**src/rtl/tg_realign_pkg.sv**
```systemverilog
package tg_realign_pkg;
  // Which realignment the raster counter applies at the coming edge.
  typedef enum logic [1:0] {
    FORCE_NONE  = 2'd0,
    FORCE_PIXEL = 2'd1,
    FORCE_LINE  = 2'd2
  } force_e;
endpackage

```
**src/rtl/tg_peer_trigger.sv**
```systemverilog
module tg_peer_trigger #(
  parameter int N_PEERS = 4,
  parameter int SEL_W   = 3
) (
  input  logic               clk,
  input  logic               rst_n,
  input  logic [N_PEERS-1:0] peer_vsync,
  input  logic [SEL_W-1:0]   src_sel,
  input  logic               rise_en,
  input  logic               fall_en,
  output logic               trig
);
  logic [N_PEERS-1:0] peer_q;
  logic               sel_now;
  logic               sel_prev;
  logic               src_on;

  // One register stage per peer sync input.
  genvar g;
  generate
    for (g = 0; g < N_PEERS; g++) begin : g_peer_reg
      always_ff @(posedge clk) begin
        if (!rst_n) peer_q[g] <= 1'b0;
        else        peer_q[g] <= peer_vsync[g];
      end
    end
  endgenerate

  // Source 0 selects a constant zero; source k selects peer k-1.
  always_comb begin
    sel_now = 1'b0;
    for (int i = 0; i < N_PEERS; i++) begin
      if (src_sel == SEL_W'(i + 1)) sel_now = peer_q[i];
    end
  end

  always_ff @(posedge clk) begin
    if (!rst_n) sel_prev <= 1'b0;
    else        sel_prev <= sel_now;
  end

  assign src_on = (src_sel != '0);
  assign trig   = src_on & ((rise_en & sel_now & ~sel_prev) |
                            (fall_en & ~sel_now & sel_prev));

  // A rising-only trigger must coincide with a fresh rise of the selected sync.
  assert_rise_only_R4: assert property (@(posedge clk) disable iff (!rst_n)
    (trig && !fall_en) |-> $rose(sel_now));
endmodule

```
**src/rtl/tg_raster_counter.sv**
```systemverilog
module tg_raster_counter
  import tg_realign_pkg::*;
#(
  parameter int H_W = 12,
  parameter int V_W = 12
) (
  input  logic           clk,
  input  logic           rst_n,
  input  logic [H_W-1:0] h_total,
  input  logic [V_W-1:0] v_total,
  input  logic           interlaced,
  input  force_e         force_kind,
  input  logic [H_W-1:0] hs_start,
  input  logic [H_W-1:0] hs_end,
  input  logic [V_W-1:0] vs_start,
  input  logic [V_W-1:0] vs_end,
  output logic [H_W-1:0] h_cnt,
  output logic [V_W-1:0] v_cnt,
  output logic           hsync,
  output logic           vsync,
  output logic           line_end
);
  logic frame_end;

  assign line_end  = (h_cnt >= h_total - 1'b1);
  assign frame_end = (v_cnt >= v_total - 1'b1);

  always_ff @(posedge clk) begin
    if (!rst_n) begin
      h_cnt <= '0;
      v_cnt <= '0;
    end else begin
      unique case (force_kind)
        FORCE_PIXEL: begin
          h_cnt <= h_total;
          v_cnt <= interlaced ? (v_total - 1'b1) : v_total;
        end
        FORCE_LINE: begin
          h_cnt <= '0;
          v_cnt <= '0;
        end
        default: begin
          if (line_end) begin
            h_cnt <= '0;
            v_cnt <= frame_end ? '0 : (v_cnt + 1'b1);
          end else begin
            h_cnt <= h_cnt + 1'b1;
          end
        end
      endcase
    end
  end

  assign hsync = (h_cnt >= hs_start) && (h_cnt <= hs_end);
  assign vsync = (v_cnt >= vs_start) && (v_cnt <= vs_end);

  assert_line_step_R1: assert property (@(posedge clk) disable iff (!rst_n)
    (line_end && !frame_end && force_kind == FORCE_NONE)
      |=> (h_cnt == '0) && (v_cnt == $past(v_cnt) + 1'b1));

  assert_pixel_load_R5: assert property (@(posedge clk) disable iff (!rst_n)
    (force_kind == FORCE_PIXEL && !interlaced)
      |=> (h_cnt == $past(h_total)) && (v_cnt == $past(v_total)));

  assert_line_restart_R7: assert property (@(posedge clk) disable iff (!rst_n)
    (force_kind == FORCE_LINE) |=> (h_cnt == '0) && (v_cnt == '0));
endmodule

```
**src/rtl/tg_frame_realign.sv**
```systemverilog
module tg_frame_realign
  import tg_realign_pkg::*;
#(
  parameter int H_W     = 12,
  parameter int V_W     = 12,
  parameter int N_PEERS = 4,
  localparam int SEL_W  = $clog2(N_PEERS + 1)
) (
  input  logic               clk,
  input  logic               rst_n,
  input  logic [H_W-1:0]     h_total,
  input  logic [V_W-1:0]     v_total,
  input  logic               interlaced,
  input  logic [H_W-1:0]     hs_start,
  input  logic [H_W-1:0]     hs_end,
  input  logic [V_W-1:0]     vs_start,
  input  logic [V_W-1:0]     vs_end,
  input  logic [N_PEERS-1:0] peer_vsync,
  input  logic [SEL_W-1:0]   trig_src,
  input  logic               rise_en,
  input  logic               fall_en,
  input  logic               pixel_mode_en,
  input  logic               line_mode_en,
  input  logic               clr_pixel_flag,
  input  logic               clr_line_flag,
  output logic [H_W-1:0]     h_cnt,
  output logic [V_W-1:0]     v_cnt,
  output logic               hsync,
  output logic               vsync,
  output logic               pixel_flag,
  output logic               line_flag,
  output logic               realigned
);
  logic   trig;
  logic   line_end;
  logic   line_active;
  logic   line_pending;
  logic   do_pixel;
  logic   do_line;
  force_e force_kind;

  tg_peer_trigger #(.N_PEERS(N_PEERS), .SEL_W(SEL_W)) u_trig (
    .clk        (clk),
    .rst_n      (rst_n),
    .peer_vsync (peer_vsync),
    .src_sel    (trig_src),
    .rise_en    (rise_en),
    .fall_en    (fall_en),
    .trig       (trig)
  );

  // Pixel mode takes precedence; line mode acts only at the last pixel of a line.
  assign line_active = line_mode_en && (trig_src != '0);
  assign do_pixel    = trig && pixel_mode_en;
  assign do_line     = line_active && line_end && !do_pixel &&
                       (line_pending || (trig && !pixel_mode_en));

  always_comb begin
    if (do_pixel)     force_kind = FORCE_PIXEL;
    else if (do_line) force_kind = FORCE_LINE;
    else              force_kind = FORCE_NONE;
  end

  always_ff @(posedge clk) begin
    if (!rst_n)                               line_pending <= 1'b0;
    else if (!line_active || do_pixel || do_line) line_pending <= 1'b0;
    else if (trig && !pixel_mode_en)          line_pending <= 1'b1;
  end

  tg_raster_counter #(.H_W(H_W), .V_W(V_W)) u_raster (
    .clk        (clk),
    .rst_n      (rst_n),
    .h_total    (h_total),
    .v_total    (v_total),
    .interlaced (interlaced),
    .force_kind (force_kind),
    .hs_start   (hs_start),
    .hs_end     (hs_end),
    .vs_start   (vs_start),
    .vs_end     (vs_end),
    .h_cnt      (h_cnt),
    .v_cnt      (v_cnt),
    .hsync      (hsync),
    .vsync      (vsync),
    .line_end   (line_end)
  );

  // Sticky flags: a realignment in the same cycle as a clear keeps the flag set.
  always_ff @(posedge clk) begin
    if (!rst_n) begin
      pixel_flag <= 1'b0;
      line_flag  <= 1'b0;
    end else begin
      if (do_pixel)            pixel_flag <= 1'b1;
      else if (clr_pixel_flag) pixel_flag <= 1'b0;
      if (do_line)             line_flag  <= 1'b1;
      else if (clr_line_flag)  line_flag  <= 1'b0;
    end
  end

  assign realigned = pixel_flag | line_flag;

  assert_pixel_flag_src_R9: assert property (@(posedge clk) disable iff (!rst_n)
    $rose(pixel_flag) |-> $past(force_kind == FORCE_PIXEL));

  assert_line_flag_prio_R8: assert property (@(posedge clk) disable iff (!rst_n)
    $rose(line_flag) |-> $past(force_kind == FORCE_LINE) && !$past(pixel_mode_en && trig));

  assert_clear_pixel_R10: assert property (@(posedge clk) disable iff (!rst_n)
    (clr_pixel_flag && force_kind != FORCE_PIXEL) |=> !pixel_flag);

  assert_pending_drop_R11: assert property (@(posedge clk) disable iff (!rst_n)
    !line_active |=> !line_pending);
endmodule

```
**config.mk**
```make
export PLATFORM = sky130hd
export DESIGN_NAME = tg_frame_realign
export DESIGN_NICKNAME = d
export VERILOG_FILES = /design/src/rtl/tg_realign_pkg.sv /design/src/rtl/tg_peer_trigger.sv /design/src/rtl/tg_raster_counter.sv /design/src/rtl/tg_frame_realign.sv
export SDC_FILE = /design/constraint.sdc
export NUM_CORES = 1
export LEC_CHECK = 0
export ABC_AREA = 1
export BUFFER_PORTS_ARGS = -buffer_cell sky130_fd_sc_hd__buf_2
export CAP_MARGIN = 30
export CORE_MARGIN = 1
export CORE_UTILIZATION = 51
export CTS_CLUSTER_SIZE = 20
export DETAILED_ROUTE_END_ITERATION = 10
export HOLD_SLACK_MARGIN = 0.08
export PLACE_DENSITY = 0.75
export SLEW_MARGIN = 20
export SYNTH_ARGS = -nofsm -noshare
export SYNTH_HDL_FRONTEND = slang
export SYNTH_SLANG_ARGS = --single-unit
```
**constraint.sdc**
```tcl
create_clock -name clk -period 8.8 [get_ports clk]
set_clock_uncertainty 0.15 [all_clocks]
set_input_delay 1.76 -clock clk [delete_from_list [all_inputs] [get_ports clk]]
set_output_delay 1.76 -clock clk [all_outputs]
set_load 0.01 [all_outputs]
```
==> metrics.txt, run 1 <==
Sw Share 0.3885; sequential fraction of the synthesis area 0.1459; Final #Nets 930; final hold violations 0; Synthesis Warnings 0; Critical R2R Launch u_raster.v_cnt[7]; Max FO, Critical Path 2; dpl cells 864; Final Util 0.6168; first-pass GRT wire length between 15000 and 20000 um; CP Capture Type output port; Pre-antenna DRT Iters 4; layout cells sized above 1 0.2308; worst slew pin tran 651.6 ps; Seq pwr share 0.362; Tmin final 4996 ps; Compound-Gate Fraction of Synth Area 0.1405; Sinks on Clock Net 32; Post-route DRC 0; DR iter-0 viols about 150; io pins 117; CTS H-Tree Depth 2; clock share of power 0.242; Critical path origin vs_end[11]; Via density roughly 5.2; WL/cell 12.25 um; Rel. slew slack 0.5651; total track usage 0.2523; PwrDens 96.15 nW/um^2; gr ovfl total 0; top-area cell type share of the netlist area 0.2166; Avg Cell Area, Syn 6.703 um^2; Startpoint Class input port; Post-Synth Adder-Cell Area 0.2166; synth unique cells 42; status finished clean; Routed WL 10680 um; final cell count without fillers 872; post-route antenna net violation count 0; leakage around 2.8 nW; clk_lat worst skew 290 ps; maximum clock insertion buffer count 2; DP Wirelength 8731 um; CTS tree done; clock root buffer clkbuf_8; count of fill cells added during filler insertion 793; Setup TNS 0 ps; die span in y roughly 95 um; Setup Fix Bufs, Post-CTS 0; syn nets just over 800; RSZ-0062 raised after global routing false; HP Start pixel_flag; main combinational cell family by area after synthesis simple AND/OR/NAND/NOR gates; top post-synthesis cells by area ha_1 22%, dfxtp_1 15%, nand2_1 10%; vias in the first global route ~4200; Peak VDD IR 0.00004889 V; cell repeated most along the worst path inv_1; Mapped Cells 655; post-synthesis cell area 4390 um^2; Initial Util 0.5317; buffers plus inverters on the worst setup path 5; post-CTS sizing 0; core area 8258 um^2; CTS clk-pin slew, worst paths 60 ps; endpoints failing setup 0; Fmax achieved 200.2 MHz; mux share of post-synthesis cell area 0; Setup CP Type input port to output port; CP Cell Sequence buf_2, inv_1, ha_1, nand2_1, inv_1, nand3_1, nor3_1, nand4_1, o21ai_0, nand2_1, inv_1, buf_2; CP required 6890 ps; #FFs+latches synth 32; Data arrival, critical path ~3000 ps; std cell rows 33; buffers added on ports 116; Int Pwr 0.2995 mW; number of max-cap violations 0; Antenna diodes 0; Period Utilization, post-route 0.5677; Combinational Power Share 0.396; TritonCTS Buffers 5; Hold Buf Count CTS 0; Crit path largest cell delay 280 ps; Tightest Hold Check Type flip-flop to flip-flop; initial antenna violation count 0; area leader, netlist ha_1; via count 4524; Simple-Gate Fraction of Synth Area 0.3183; GP Congestion ~0.81; chip width about 95 um; critical path's top delay family simple AND/OR/NAND/NOR gates; synthesis-to-layout area growth 16.02%; slowest cell on the critical path ha_1; synthesized-area fraction occupied by xor and xnor cells 0.05586; largest net degree at the start of global routing 27; Total Power 0.4897 mW; fin. max-slew vios 0; Switch Pwr 0.1903 mW; die area 8984 um^2
## layout by cell type (no fill, tap or decap), types with 2 or more instances in the layout
master	instances
o21ai_2	2
inv_1	115
buf_2	116
or2_2	3
dfxtp_1	32
a21oi_2	16
nor2_1	74
nand4_1	9
nand3_1	32
clkbuf_8	6
xnor2_1	5
o31ai_1	2
o2111ai_1	2
nand2_1	119
a211oi_1	2
ha_1	76
xor2_1	23
o21ai_0	31
nor2_2	6
nand2_4	2
nand3_2	14
clkinv_2	2
nand3b_4	2
and2_1	5
a21oi_1	42
nor3_1	15
## worst paths after layout
check / to / slack [ps] / depth (start not counted)
worst min register to register: pixel_flag / 340 / 2
worst min-delay path: pixel_flag / 340 / 2
worst max-delay path: vsync / 3800 / 12
worst max register to register: u_raster.v_cnt[4] / 6390 / 8
## worst reg2reg max path, delay by kind of cell, from the launching register on
kind	cells	cell delay [ps]
simple gates	4	880
flops	1	560
fa+ha+maj	1	320
compound gates	3	440
## per-layer routing
metal | vias to the layer above | track usage | share of wire
met5 | - | 0 | 0
met4 | 0 | 0.08207 | 0.019
met3 | 15 | 0.03945 | 0.045
met2 | 112 | 0.4520 | 0.49
met1 | 2053 | 0.3046 | 0.45
li1 | 2344 | - | -
## power by group through the flow
stage	Sequential [mW]	Combinational, mW	Clock (mW)
2_1_floorplan	0.176	0.134	0
3_3_place_gp	0.180	0.187	0
3_5_place_dp	0.180	0.194	0
4_1_cts	0.177	0.195	0.121
5_1_grt	0.179	0.225	0.129
6_report	0.177	0.194	0.118
## flip-flops by register name, summed over array words and instances (netlist names)
signal	flops
u_trig.peer_q	4
pixel_flag	1
u_trig.sel_prev	1
line_flag	1
u_raster.h_cnt	12
line_pending	1
u_raster.v_cnt	12
## cell families (layout without fill, tap and decap cells)
kind of cell               after synthesis  after routing
xor gates and xnor gates                28             28
and+or+nand+nor                        288            288
adders and majority gates               76             76
DFF                                     32             32
AOI/OAI and AO/OA                      103            103
buffers and inverters                  128            240
## synth_stat cells, drive strengths merged
| master | count |
|---|---|
| o21ai | 34 |
| nor4 | 1 |
| o21bai | 1 |
| nor2 | 81 |
| or2 | 4 |
| nor3 | 15 |
| a21o | 1 |
| and2 | 5 |
| buf | 7 |
| o31ai | 2 |
| clkbuf | 5 |
| a31oi | 1 |
| nand3b | 3 |
| dfxtp | 32 |
| nand3 | 47 |
| xor2 | 23 |
| nand2 | 122 |
| a21oi | 58 |
| xnor2 | 5 |
| a211oi | 2 |
| inv | 116 |
| a31o | 1 |
| o21a | 1 |
| nand4 | 10 |
| o2111ai | 2 |
| ha | 76 |
## cell type report
class                   instances  area [um^2]  share of cell area
clock buffers                   6        82.58             0.01621
flip-flops and latches         32        640.6              0.1258
well taps                     105        131.4             0.02579
clock inverters                 2        10.01            0.001965
multi-input cells             495         3211              0.6303
inverters                     116        437.9             0.08597
repair buffers                116        580.6              0.1140
## stage by stage
step | worst slack, ps | hold slack [ps] | cell area [um^2]
5_1_grt | 3624 | 382.6 | 5094
2_1_floorplan | 4117 | 344.1 | 4390
6_report | 3804 | 340.6 | 5094
3_5_place_dp | 3825 | 335.2 | 5001
4_1_cts | 3823 | 346.4 | 5094
3_3_place_gp | 3840 | 316.1 | 5001
No activity file was read; power rests on OpenSTA's default activity.
==> run 2, diff against run 1 <==
==> constraint.sdc (replaced) <==
create_clock -name clk -period 4.93 [get_ports clk]
set_clock_uncertainty 0.15 [all_clocks]
set_input_delay 0.986 -clock clk [delete_from_list [all_inputs] [get_ports clk]]
set_output_delay 0.986 -clock clk [all_outputs]
set_load 0.01 [all_outputs]
==> run 2 against run 1 <==
  * Via count up 0.40%
  * Final area about the same
  * Sequential share of layout area about the same
  * Critical endpoint is now u_raster.v_cnt[2]
  * Cell count unchanged
  * Highest routed layer unchanged
  * Count of clock-buffer cells in the layout down 1
  * Power up 78%
==> metrics.txt, run 2 (synthesized netlist as in run 1, its figures left out) <==
core area 8258 um^2; Largest regs u_raster.h_cnt x12, u_raster.v_cnt x12, u_trig.peer_q x4; layout cells sized above 1 0.2308; most frequent cells in the layout 119 x nand2_1, 116 x buf_2, 115 x inv_1, 76 x ha_1, 74 x nor2_1; std cell rows 33; synthesis-to-layout area growth 15.90%; endpoints failing setup 0; Antenna diodes 0; fin. max-slew vios 0; worst slew pin tran 609.1 ps; buffers added on ports roughly 120; via count about 4500; die area 8984 um^2; Seq pwr share 0.365; GP Congestion 0.8841; status finished clean; Setup Fix Bufs, Post-CTS 0; Rel. slew slack 0.5935; Period Utilization, post-route 0.7553; total track usage 0.2567; leakage 2.841 nW; post-CTS sizing 0; CTS H-Tree Depth 2; CTS tree done; Tightest Hold Check Type flip-flop to flip-flop; io pins 117; DR iter-0 viols ~150; clk_lat worst skew 290 ps; gr ovfl total 0; Final #Nets 930; vias in the first global route 4229; Hold Buf Count CTS 0; Pre-antenna DRT Iters 4; count of fill cells added during filler insertion 811; clock root buffer clkbuf_8; WL/cell 12.76 um; Combinational Power Share 0.402; most common cell after layout, fill and taps aside nand2_1; FF+latch area ~640 um^2; PwrDens 171.1 nW/um^2; Startpoint Class input port; Sinks on Clock Net 32; Total Power 0.8705 mW; fin area 5089 um^2; clock share of power 0.233; Max FO, Critical Path 23; first-pass GRT wire length 18270 um; largest net degree at the start of global routing 27; Tmin final 3724 ps; area of the multi-input gates 3211 um^2; Peak VDD IR 0.0001836 V; chip width 94.79 um; RSZ-0062 raised after global routing false; CTS clk-pin slew, worst paths 70 ps; Routed WL 11120 um; post-route antenna net violation count 0; Setup CP Type input port to flip-flop; Sw Share 0.4009; Via density approximately 5.2; dpl cell area 5001 um^2; CP Capture Type flip-flop; Int Pwr 0.5216 mW; Setup TNS 0 ps; Initial Util 0.5317; die span in y 94.79 um; Fmax achieved 268.6 MHz; Switch Pwr ~0.35 mW; maximum clock insertion buffer count 2; initial antenna violation count 0; DP Wirelength 9118 um; TritonCTS Buffers 5; final hold violations 0; Data arrival, critical path ~3800 ps; CP required 5000 ps; number of max-cap violations 0; Post-route DRC 0
[run 2: cell count changes in the layout (fill, tap and decap cells not counted), sizes merged]
cell | previous run | this run
clkbuf | 6 | 5
clkinv | 2 | 3
[run 2: worst max-delay path, cell delays in order]
cell     delay, ps
buf_2          120
nor2_1         120
nand3_1        120
nor3_1         270
nand2_1        140
nor3_1         190
xor2_1         160
inv_1           50
ha_1           290
nand2_1         90
nor2_1          70
and2_1         160
nand2_1         60
nand4_1        140
inv_1          130
nand2_4        120
inv_4          300
nor2_1         110
a21oi_2        150
[run 2: layout make-up]
class	instances	share of cell area
Clock buffer	5	0.01352
Clock inverter	3	0.003688
Inverter	116	0.08606
Multi-Input combinational cell	495	0.6309
Sequential cell	32	0.1259
Tap cell	105	0.02582
Timing Repair Buffer	116	0.1141
[run 2: routing by layer]
metal / vias to the layer above / routed length [um] / GRT usage
met5: - / 0 / 0
met4: 0 / 148 / 0.06439
met3: 12 / 491 / 0.03462
met2: 105 / 5665 / 0.4928
met1: 2075 / 4818 / 0.2942
li1: 2350 / - / -
[run 2: metrics by stage]
step	instances	utilization	hold slack (ps)	worst slack, ps
after floorplan	655	-	344.1	1416
after global placement	864	0.6056	315.1	1071
after detailed placement	864	0.6056	330.5	932.4
after CTS	872	0.6162	341.5	1222
after global routing	872	0.6162	370.4	990.9
final	872	0.6162	343.7	1206
[run 2: power by group through the flow]
stage,logic (mW),clock network [mW],registers (mW)
after floorplan,0.240,0,0.314
after global placement,0.334,0,0.323
after detailed placement,0.350,0,0.324
after CTS,0.352,0.205,0.318
after global routing,0.405,0.219,0.321
final,0.350,0.203,0.318
[run 2: worst paths after layout]
check	from	depth (start not counted)	slack (ps)	to
setup / recovery	h_total[2]	19	1210	u_raster.v_cnt[2]
setup reg to reg	u_raster.h_cnt[8]	11	2540	u_raster.v_cnt[2]
hold reg to reg	line_flag	2	340	line_flag
hold / removal	line_flag	2	340	line_flag
==> run 3, diff against run 2 <==
==> constraint.sdc (replaced) <==
create_clock -name clk -period 3.85 [get_ports clk]
set_clock_uncertainty 0.15 [all_clocks]
set_input_delay 0.77 -clock clk [delete_from_list [all_inputs] [get_ports clk]]
set_output_delay 0.77 -clock clk [all_outputs]
set_load 0.01 [all_outputs]
==> run 3 against run 2 <==
  * Count of clock-buffer cells in the layout unchanged
  * Sequential power up 27%
  * Core utilization up 0.091 points
  * Largest power group unchanged
==> metrics.txt, run 3 (synthesized netlist as in run 1, its figures left out) <==
Initial Util 0.5317; WP depth 19; final cell count without fillers ~870; dpl cells a little under 900; Antenna diodes 0; buffers plus inverters on the worst setup path 4; Routed WL about 11000 um; clk_lat worst skew ~290 ps; core area 8258 um^2; met2 Track Usage GR 0.4820; Tmin final around 3500 ps; total track usage 0.2569; CTS tree done; post-CTS sizing 0; std cell rows 33; WL/cell 12.81 um; largest net degree at the start of global routing 27; layout cells sized above 1 0.2318; Peak VDD IR between 0.00015 and 0.0002 V; PwrDens 220.1 nW/um^2; CP Cell Sequence buf_2, nor2_1, nand3_1, nor3_1, nand2_1, nor3_1, xor2_1, inv_1, ha_1, nand2_1, nor2_1, and2_1, nand2_1, nand4_1, inv_1, nand2_4, inv_4, nor2_1, a21oi_2; Pre-antenna DRT Iters 5; Critical R2R Launch u_raster.h_cnt[8]; critical path's top delay family simple AND/OR/NAND/NOR gates; synthesis-to-layout area growth 16.07%; RSZ-0062 raised after global routing false; post-route antenna net violation count 0; number of max-cap violations 0; Crit path largest cell delay approximately 300 ps; leakage about 2.8 nW; Combinational Power Share 0.405; busiest grt layer met2; gr ovfl total 0; GP Congestion 0.8888; Sw Share 0.4031; Setup CP Type input port to flip-flop; CP Capture Type flip-flop; DR iter-0 viols 202; Setup Fix Bufs, Post-CTS 0; fin. max-slew vios 0; met1 Resource Use GR 0.3034; buffers added on ports around 120; Startpoint Class input port; slowest cell on the critical path inv_4; vias in the first global route around 4400; Fmax achieved 286.0 MHz; most frequent cells in the layout 119 x nand2_1, 116 x buf_2, 115 x inv_1, 76 x ha_1, 74 x nor2_1; R2R Setup Slk 1460 ps; clock root buffer clkbuf_8; io pins 117; CTS H-Tree Depth 2; Critical path origin h_total[2]; worst slew pin tran 631.8 ps; Via density 5.234; Switch Pwr 0.4521 mW; CP endpoint u_raster.v_cnt[2]; initial antenna violation count 0; via count 4569; Setup TNS 0 ps; Hold Buf Count CTS 0; Seq pwr share 0.360; CTS clk-pin slew, worst paths 80 ps; most common cell after layout, fill and taps aside nand2_1; Sinks on Clock Net 32; Hold Path Depth 2; Max FO, Critical Path 23; Reg2Reg Depth 11; endpoints failing setup 0; DP Wirelength 9139 um; maximum clock insertion buffer count 2; Largest regs u_raster.h_cnt x12, u_raster.v_cnt x12, u_trig.peer_q x4; chip width around 95 um; Int Pwr 0.6696 mW; TritonCTS Buffers 5; die area 8984 um^2; die span in y roughly 95 um; Period Utilization, post-route 0.9081; Final #Nets 931; first-pass GRT wire length 18530 um; r2r endpoint u_raster.v_cnt[2]; final hold violations 0; Data arrival, critical path 3570 ps; CP required 3930 ps; status finished clean; GRT met3 Usage 0.02174; Rel. slew slack 0.5784; Tightest Hold Check Type flip-flop to flip-flop; Post-route DRC 0; clock share of power 0.235
==> run 3: tightest hold or removal path: cells and delay by family, from the launching register on <==
kind            cells  cell delay, ps
simple gates        1              80
compound gates      1              50
flops               1             310
==> run 3: layer usage <==
layer / up-vias / routed length (um)
met2: 139 / 5620
met4: 0 / 220
met3: 22 / 548
met5: - / 0
met1: 2055 / 4795
li1: 2353 / -
==> run 3: power by group through the flow <==
stage               registers [mW]  logic [mW]  clock network [mW]
floorplan                    0.402       0.307                   0
global placement             0.410       0.432                   0
detailed placement           0.411       0.454                   0
CTS                          0.404       0.457               0.263
global route                 0.407       0.523               0.280
finish                       0.404       0.454               0.264
==> run 3: how the worst min path moves through the flow <==
stage,slack (ps),end,start
2_1_floorplan,340,pixel_flag,pixel_flag
3_3_place_gp,320,pixel_flag,pixel_flag
3_5_place_dp,330,line_flag,line_flag
4_1_cts,340,line_flag,line_flag
5_1_grt,370,pixel_flag,pixel_flag
6_report,340,line_flag,line_flag
==> run 3: cell type report <==
cell class,instances,area (um^2)
Multi-Input combinational cell,495,3211
Fill cell,784,3162
Sequential cell,32,640.6
Timing Repair Buffer,117,588.1
Inverter,116,437.9
Tap cell,105,131.4
Clock buffer,5,68.82
Clock inverter,3,18.77
==> run 3: through the flow <==
stage | hold WS (ps) | area [um^2] | util | total power, mW | setup slack, ps
3_3_place_gp | 315.5 | 5009 | 0.6065 | 0.8423 | 199.1
3_5_place_dp | 327.2 | 5009 | 0.6065 | 0.8651 | 44.72
5_1_grt | 373.3 | 5096 | 0.6171 | 1.210 | 36.23
6_report | 337.9 | 5096 | 0.6171 | 1.122 | 353.8
4_1_cts | 337.8 | 5096 | 0.6171 | 1.123 | 342.7
2_1_floorplan | 344.1 | 4390 | - | 0.7093 | 552.4
